[config.mk]
export PLATFORM = sky130hd
export DESIGN_NAME = t1_tx_frame_sync
export DESIGN_NICKNAME = d
export VERILOG_FILES = /design/src/rtl/t1ts_pkg.sv /design/src/rtl/t1ts_phase_hunt.sv /design/src/rtl/t1ts_frame_cnt.sv /design/src/rtl/t1ts_loss_mon.sv /design/src/rtl/t1_tx_frame_sync.sv
export SDC_FILE = /design/constraint.sdc
export NUM_CORES = 2
export LEC_CHECK = 0
export ABC_AREA = 1
export CORE_UTILIZATION = 55
export DETAILED_ROUTE_END_ITERATION = 10
export PLACE_DENSITY = 0.7
export SYNTH_ARGS = -nofsm -noshare
export SYNTH_HDL_FRONTEND = slang
export SYNTH_SLANG_ARGS = --single-unit
export TNS_END_PERCENT = 50
[constraint.sdc]
create_clock -name clk -period 14.63 [get_ports clk]
set_clock_uncertainty 0.1 [all_clocks]
set_input_delay 2.926 -clock clk [delete_from_list [all_inputs] [get_ports clk]]
set_output_delay 2.926 -clock clk [all_outputs]
set_load 0.02 [all_outputs]
[src/rtl/t1ts_pkg.sv]
package t1ts_pkg;
  typedef enum logic [1:0] {
    ST_IDLE   = 2'd0,
    ST_SEARCH = 2'd1,
    ST_LOCKED = 2'd2
  } sync_state_t;
endpackage

[src/rtl/t1ts_phase_hunt.sv]
// Per-phase alternation history across a two-frame period; flags a phase
// whose samples alternated LOCK_HITS times in a row.
module t1ts_phase_hunt #(
  parameter int FRAME_BITS = 193,
  parameter int LOCK_HITS  = 6
) (
  input  logic clk,
  input  logic rst,
  input  logic bit_en,
  input  logic ser_in,
  output logic hit
);
  localparam int PHASES = 2 * FRAME_BITS;
  localparam int PW     = $clog2(PHASES);
  localparam int CW     = $clog2(LOCK_HITS + 1);

  logic [PW-1:0] ptr_q;
  logic          warm_q;
  logic [CW:0]   hist_mem [PHASES];
  logic [CW:0]   rd_word;
  logic [CW-1:0] cnt_nx;

  assign rd_word = hist_mem[ptr_q];

  always_comb begin
    if (!warm_q) begin
      cnt_nx = '0;
    end else if (ser_in != rd_word[CW]) begin
      if (rd_word[CW-1:0] >= CW'(LOCK_HITS)) cnt_nx = CW'(LOCK_HITS);
      else                                   cnt_nx = rd_word[CW-1:0] + 1'b1;
    end else begin
      cnt_nx = '0;
    end
  end

  assign hit = bit_en && warm_q && (cnt_nx == CW'(LOCK_HITS));

  always_ff @(posedge clk) begin
    if (bit_en) hist_mem[ptr_q] <= {ser_in, cnt_nx};
  end

  always_ff @(posedge clk) begin
    if (rst) begin
      ptr_q  <= '0;
      warm_q <= 1'b0;
    end else if (bit_en) begin
      if (ptr_q == PW'(PHASES - 1)) begin
        ptr_q  <= '0;
        warm_q <= 1'b1;
      end else begin
        ptr_q <= ptr_q + 1'b1;
      end
    end
  end
endmodule

[src/rtl/t1ts_frame_cnt.sv]
// Flywheel bit-position counter with realignment.
module t1ts_frame_cnt #(
  parameter int FRAME_BITS = 193,
  localparam int POS_W     = $clog2(FRAME_BITS)
) (
  input  logic             clk,
  input  logic             rst,
  input  logic             bit_en,
  input  logic             realign,
  output logic [POS_W-1:0] bit_pos,
  output logic             ft_frame,
  output logic             frame_start
);
  always_ff @(posedge clk) begin
    if (rst) begin
      bit_pos     <= '0;
      ft_frame    <= 1'b1;
      frame_start <= 1'b1;
    end else if (bit_en) begin
      if (realign) begin
        bit_pos     <= POS_W'(1);
        ft_frame    <= 1'b1;
        frame_start <= 1'b0;
      end else if (bit_pos == POS_W'(FRAME_BITS - 1)) begin
        bit_pos     <= '0;
        ft_frame    <= ~ft_frame;
        frame_start <= 1'b1;
      end else begin
        bit_pos     <= bit_pos + 1'b1;
        frame_start <= 1'b0;
      end
    end
  end
endmodule

[src/rtl/t1ts_loss_mon.sv]
// Sliding window of terminal-framing errors while aligned.
module t1ts_loss_mon #(
  parameter int LOSS_WIN = 4,
  parameter int LOSS_LIM = 2
) (
  input  logic clk,
  input  logic rst,
  input  logic check,
  input  logic init,
  input  logic clr,
  input  logic ser_in,
  output logic loss
);
  logic [LOSS_WIN-1:0] win_q;
  logic [LOSS_WIN-1:0] win_nx;
  logic                exp_q;

  assign win_nx = {win_q[LOSS_WIN-2:0], ser_in != exp_q};
  assign loss   = check && ($countones(win_nx) >= LOSS_LIM);

  always_ff @(posedge clk) begin
    if (rst) begin
      win_q <= '0;
      exp_q <= 1'b0;
    end else if (init) begin
      win_q <= '0;
      exp_q <= ~ser_in;
    end else if (clr) begin
      win_q <= '0;
    end else if (check) begin
      exp_q <= ~exp_q;
      win_q <= loss ? '0 : win_nx;
    end
  end
endmodule

[src/rtl/t1_tx_frame_sync.sv]
module t1_tx_frame_sync #(
  parameter int FRAME_BITS = 193,
  parameter int LOCK_HITS  = 6,
  parameter int LOSS_WIN   = 4,
  parameter int LOSS_LIM   = 2,
  localparam int POS_W     = $clog2(FRAME_BITS)
) (
  input  logic             clk,
  input  logic             rst,
  input  logic             bit_en,
  input  logic             ser_in,
  input  logic             sync_en,
  input  logic             auto_off,
  input  logic             resync_req,
  input  logic             lofd_clr,
  output logic             frame_start,
  output logic [POS_W-1:0] bit_pos,
  output logic             lof,
  output logic             lofd
);
  import t1ts_pkg::*;

  sync_state_t state_q, state_nx;
  logic req_q, req_edge, hit, loss, realign, ft_frame, check;

  assign req_edge = resync_req && !req_q;
  assign realign  = sync_en && (state_q == ST_SEARCH) && hit && !req_edge;
  assign check    = bit_en && (state_q == ST_LOCKED) && (bit_pos == '0) && ft_frame;

  t1ts_phase_hunt #(.FRAME_BITS(FRAME_BITS), .LOCK_HITS(LOCK_HITS)) hunt_i (
    .clk(clk), .rst(rst), .bit_en(bit_en), .ser_in(ser_in), .hit(hit)
  );

  t1ts_frame_cnt #(.FRAME_BITS(FRAME_BITS)) cnt_i (
    .clk(clk), .rst(rst), .bit_en(bit_en), .realign(realign),
    .bit_pos(bit_pos), .ft_frame(ft_frame), .frame_start(frame_start)
  );

  t1ts_loss_mon #(.LOSS_WIN(LOSS_WIN), .LOSS_LIM(LOSS_LIM)) mon_i (
    .clk(clk), .rst(rst), .check(check), .init(realign),
    .clr(state_q != ST_LOCKED), .ser_in(ser_in), .loss(loss)
  );

  always_comb begin
    state_nx = state_q;
    if (!sync_en) begin
      state_nx = ST_IDLE;
    end else begin
      unique case (state_q)
        ST_IDLE:   state_nx = ST_SEARCH;
        ST_SEARCH: if (realign) state_nx = ST_LOCKED;
        ST_LOCKED: if (req_edge || (loss && !auto_off)) state_nx = ST_SEARCH;
        default:   state_nx = ST_IDLE;
      endcase
    end
  end

  always_ff @(posedge clk) begin
    if (rst) begin
      state_q <= ST_IDLE;
      req_q   <= 1'b0;
      lofd    <= 1'b0;
    end else begin
      state_q <= state_nx;
      req_q   <= resync_req;
      if (state_q == ST_SEARCH) lofd <= 1'b1;
      else if (lofd_clr)        lofd <= 1'b0;
    end
  end

  assign lof = (state_q == ST_SEARCH);
endmodule

* Word level (Yosys, flattened, before mapping) *
Memories as Yosys holds them, arrays and structs flattened. A register that Yosys moved wholly into a read port is not among the register bits.
Index checks and enable logic that the tools add are counted.

word-level totals
  latch bits = 0
  logic and storage cells = 83
  memory bits (writable) = 1544
  flip-flop bits (word level) = 28
  memory bits (read-only) = 0
  memories = 1
  output and inout bits = 11
  input port bits = 8

operators by class
  shift-type cells = 0
  mux-type cells = 23
  bitwise operators = 4
  order comparisons = 2
  equality and inequality tests = 11
  divide/modulo/power cells = 0
  add/subtract/negate cells = 6
  multiply operators = 0
  reduce and logical (&&, ||, !) cells = 26

memories
  name             depth  bits a word  read ports  clocked after Yosys merged registers in  wr ports  RTL line               RTL
  hunt_i.hist_mem  386    4            1           1                                        1         t1ts_phase_hunt.sv:19  logic [CW:0] hist_mem [PHASES];

operators with widths
  kind                                                                                  count
  32-bit adder                                                                          1
  32-bit by 3-bit greater-or-equal comparator with 1-bit output, second input constant  1
  9-bit 2-to-1 mux                                                                      3
  8-bit 2-to-1 mux                                                                      2
  3-bit 2-to-1 mux                                                                      4
  1-bit logical AND                                                                     11
  1-bit 2-to-1 mux                                                                      11
  9-bit by 1-bit adder with 9-bit output, second input constant                         1
  9-bit equality test, second input constant                                            1
  8-bit by 1-bit adder with 8-bit output, second input constant                         1
  8-bit equality test, second input constant                                            1
  8-bit zero test                                                                       1
  2-bit AND reduction                                                                   4
  2-bit one-hot mux with 3 select lines                                                 1
  2-bit nonzero test                                                                    3
  1-bit by 1-bit adder with 2-bit output                                                2
  2-bit 2-to-1 mux                                                                      2
  2-bit by 1-bit != test with 1-bit output, second input constant                       2
  2-bit != test, second input constant                                                  2
  1-bit NOT                                                                             4
  3-bit by 1-bit adder with 3-bit output, second input constant                         1
  3-bit equality test, second input constant                                            1
  3-bit greater-or-equal comparator, second input constant                              1
  1-bit zero test                                                                       3
  7 further kinds                                                                       8

* Logic depth before layout (Yosys ltp) *
  depth after elaboration = 10
  depth in mapped cells = 26
  depth with buffers taken out = 22

* Hierarchy *
Synthesis repeated with hierarchy kept, for this count alone.

unflattened totals
  cell total of the unflattened synthesis = 5729
  area total of the unflattened synthesis = 65565.4 µm²

by module, submodules not included
  module            instances  sequential area each (µm²)  cells an instance  area each (µm²)
  t1ts_phase_hunt   1          46744.8                     5585               64576.9
  t1ts_frame_cnt    1          200.2                       69                 498.0
  t1_tx_frame_sync  1          80.1                        36                 250.2
  t1ts_loss_mon     1          80.1                        39                 240.2

* Worst setup path after synthesis *
No wires, ideal clock.

  path type = input -> register
  start = input port ser_in
  end = memory hunt_i.hist_mem[0][2] (netlist name) (data pin)
  cell stages on the path = 3
  required time = 12524 ps
  arrival time = 12035 ps
  slack = 489 ps
  setup time = 2006 ps
  path through = nand3_1 -> nand3_2 -> nor2_1

between the ends
  cells in the longest elaborated chain, start to end = 3

ends and longest elaborated chain
  what                  RTL line                RTL
  start, declared       t1_tx_frame_sync.sv:11  input logic ser_in,
  1-bit != test         t1ts_phase_hunt.sv:28   end else if (ser_in != rd_word[CW]) begin
  3-bit 2-to-1 mux      t1ts_phase_hunt.sv:28
  3-bit 2-to-1 mux      t1ts_phase_hunt.sv:26   if (!warm_q) begin
  net hunt_i.cnt_nx[2]  t1ts_phase_hunt.sv:21   logic [CW-1:0] cnt_nx;
  end, declared         t1ts_phase_hunt.sv:19

The timed path passes the listed nets, and every way through them passes these cells.

==> out/metrics.yaml <==
clkSinkCount: 1581
grt_pass1_wl_um: 251000
seq_area_frac_synth_pct: 72.2
cts_setup_buffers: 0
ys_seq_elements: 1581
clk_pin_slew_ps: 60
pre_cts_ws_ps: 6630
worst-path-buf-inv: 5
cts_buffers: 155
antenna_cells: 0
period_needed_ps: 8400
postCtsHoldBufs: 0
cp_cell_sequence: "inv_16 -> buf_4 -> buf_4 -> nand2_1 -> nand3_1 -> nand3_1 -> nand3_1 -> nand3_1 -> nand3_1 -> nand2_1 -> nand2_1 -> nand3_1 -> nand2_1 -> nand2_1 -> nand2_1 -> ha_1 -> nand3_1 -> nand2_1 -> nor2_1 -> nor2_4 -> buf_4 -> buf_4"
hold_violations: 0
post_drt_wl_per_cell_um: 23.2
cp.depth: 22
crit_family: "buffers and inverters"
num_vias: 43436
ys_warn_count: 0
clk_latency_ps: 770
rsz0062_at_grt: "false"
synth_edf_count: 1544
post_dp_cell_area_mm2: 0.0660
via_per_inst: 6.06
clock-root-buffer: "clkbuf_16"
fin_nets: 5535
hp-class: "flop to flop"
clock_path_buffers: 3
path_class: "flop to flop"
gp_congestion: 0.904
slowest_stage: "buf_4"
fp.dieH_um: 347
ff2ff_path_depth: 22
io_pins: 19
tightest_slew_ps: 1250
setup_ws_ps: 6230
setup_viol: 0
vdd.ir_drop.worst_v: 0.000115
status: "finished clean"
power_density_mw_per_mm2: 131
p_leak_nw: 25.2
reg2reg_to: "hunt_i.hist_mem[233][1]$_DFFE_PP_"
drt-initial-drc-count: 5865
start_util_pct: 55.4
fp.dieArea_mm2: 0.120
cts_tree: "built"
synth_area_mm2: 0.0653
synthDistinctLibCells: 35
period_share_pct: 57.4
fmax_mhz: 119
cts_resized: 0
endpoint: "hunt_i.hist_mem[233][1]$_DFFE_PP_"
slew_violations: 0
synth_nets: 5697
critPathLaunchType: "flop"
io_buffers: 18
synthFlopType: "edfxtp_1"
htreeDepth: 4
placementRows: 126
cp_max_fo: 201
grt_max_degree: 243
dr.pass1.iters: 6
drive_gt1_share_pct: 5.68
fin_area_mm2: 0.0710
antenna_found_initial: 1
async_flop_share_pct: 0
r2r_slack_ps: 6230
arrival_ps: 8710
core-area_mm2: 0.118
syn2layout_area_growth_pct: 8.76
cap_violations: 0
slowest_delay_ps: 960
die_w_um: 347
wl_um: 166000
post-dp-hpwl_um: 88800
syn_area_per_cell_um2: 11.5
timing.hold.ws_ps: 386
overflow: 0
cp.required_ps: 14940
track_usage_pct: 27.6
cp-end-kind: "flop"
grt_pass1_vias: 41585
fin_tns_setup_ps: 0
ant_nets: 0
drc_errors: 0
fillCellCount: 9260
slew_headroom_pct: 15.9
synthCells: 5678
cells in the final DEF (no fill, tap or decap), types with 8 or more instances in the layout:
cell type,instances
nand3_1,1336
edfxtp_1,1544
o21ai_1,8
ha_1,10
buf_4,52
clkbuf_1,25
clkinv_1,36
a21oi_1,40
nand2_2,14
clkdlybuf4s50_1,17
nor3_1,11
inv_1,65
nor2_1,533
nand2_1,1454
clkbuf_16,161
dfxtp_1,32
bufinv_16,15
o22ai_1,56
clkinv_2,29
o21ai_0,136
cell usage after synthesis (8+ instances only):
library cell  count  share of area, %
a21oi_1          40              0.31
buf_1            34              0.20
buf_2           191               1.5
buf_4            45              0.52
buf_6            15              0.26
clkbuf_1        110              0.63
dfxtp_1          37               1.1
edfxtp_1       1544                71
ha_1             10              0.19
inv_1            68              0.39
nand2_1        1468               8.4
nand3_1        1336                10
nor2_1          535               3.1
nor3_1           11             0.084
o21ai_0         136               1.0
o21ai_1           8             0.061
o22ai_1          56              0.54
stage by stage:
step	instances	total power, mW	utilization (%)
final	7173	9.33	60.2
after global routing	7173	9.56	60.2
after CTS	7173	9.34	60.2
after detailed placement	6895	5.46	56.0
after global placement	6895	5.46	56.0
after floorplan	5678	5.34	-
sequential cells by signal, summed over array words and instances, names as in the netlist, named ones only:
name	cells
hunt_i.hist_mem	1544
mon_i.win_q	3
lofd	1
cnt_i.frame_start	1
state_q	2
hunt_i.warm_q	1
mon_i.exp_q	1
req_q	1
cnt_i.ft_frame	1
cnt_i.bit_pos	8
hunt_i.ptr_q	9
power breakdown:
| group | total (mW) | internal, mW | switching (mW) |
|---|---|---|---|
| clock | 3.96 | 2.28 | 1.67 |
| sequential | 4.92 | 4.91 | 0.0107 |
| combinational | 0.449 | 0.117 | 0.332 |
worst min-delay path by stage:
stage	start	to	slack, ps	cells past startpoint
2_1_floorplan	mon_i.win_q[2]$_SDFFE_PP0P_	mon_i.win_q[2]$_SDFFE_PP0P_	350	2
3_3_place_gp	mon_i.win_q[2]$_SDFFE_PP0P_	mon_i.win_q[2]$_SDFFE_PP0P_	370	2
3_5_place_dp	mon_i.win_q[2]$_SDFFE_PP0P_	mon_i.win_q[2]$_SDFFE_PP0P_	370	2
4_1_cts	mon_i.win_q[2]$_SDFFE_PP0P_	mon_i.win_q[2]$_SDFFE_PP0P_	380	2
5_1_grt	mon_i.win_q[2]$_SDFFE_PP0P_	mon_i.win_q[2]$_SDFFE_PP0P_	410	2
6_report	mon_i.win_q[2]$_SDFFE_PP0P_	mon_i.win_q[2]$_SDFFE_PP0P_	390	2
worst min-delay path: cells and delay by family (launching register included):
kind	cells	cell delay [ps]
flops	1	310
simple gates	1	60
compound gates	1	60
final cells by class:
cell class                 instances  area (um2)  share of cell area, %
multi-input combinational       3627       15900                   22.4
sequential                      1581       47100                   66.4
inverter                          74         314                  0.442
clock buffer                     188        4150                   5.84
tap                             1536        1920                   2.71
timing repair buffer              77         716                   1.01
clock inverter                    90         848                   1.19
cells by family after synthesis:
logic type	Yosys count	share of synthesized area (%)
AOI/OAI and AO/OA	245	2.02
adders and majority gates	11	0.222
DFF	1581	72.2
buffers and inverters	470	3.53
xor gates and xnor gates	3	0.0403
and+or+nand+nor	3368	22.0
routing by layer:
layer  part of all wire [%]  GRT usage [%]
met5                 0.0084              0
met4                    3.2           9.56
met3                     10           4.88
met2                     47           43.3
met1                     40           39.1
Note: power is estimated with default switching activity, not from simulation.
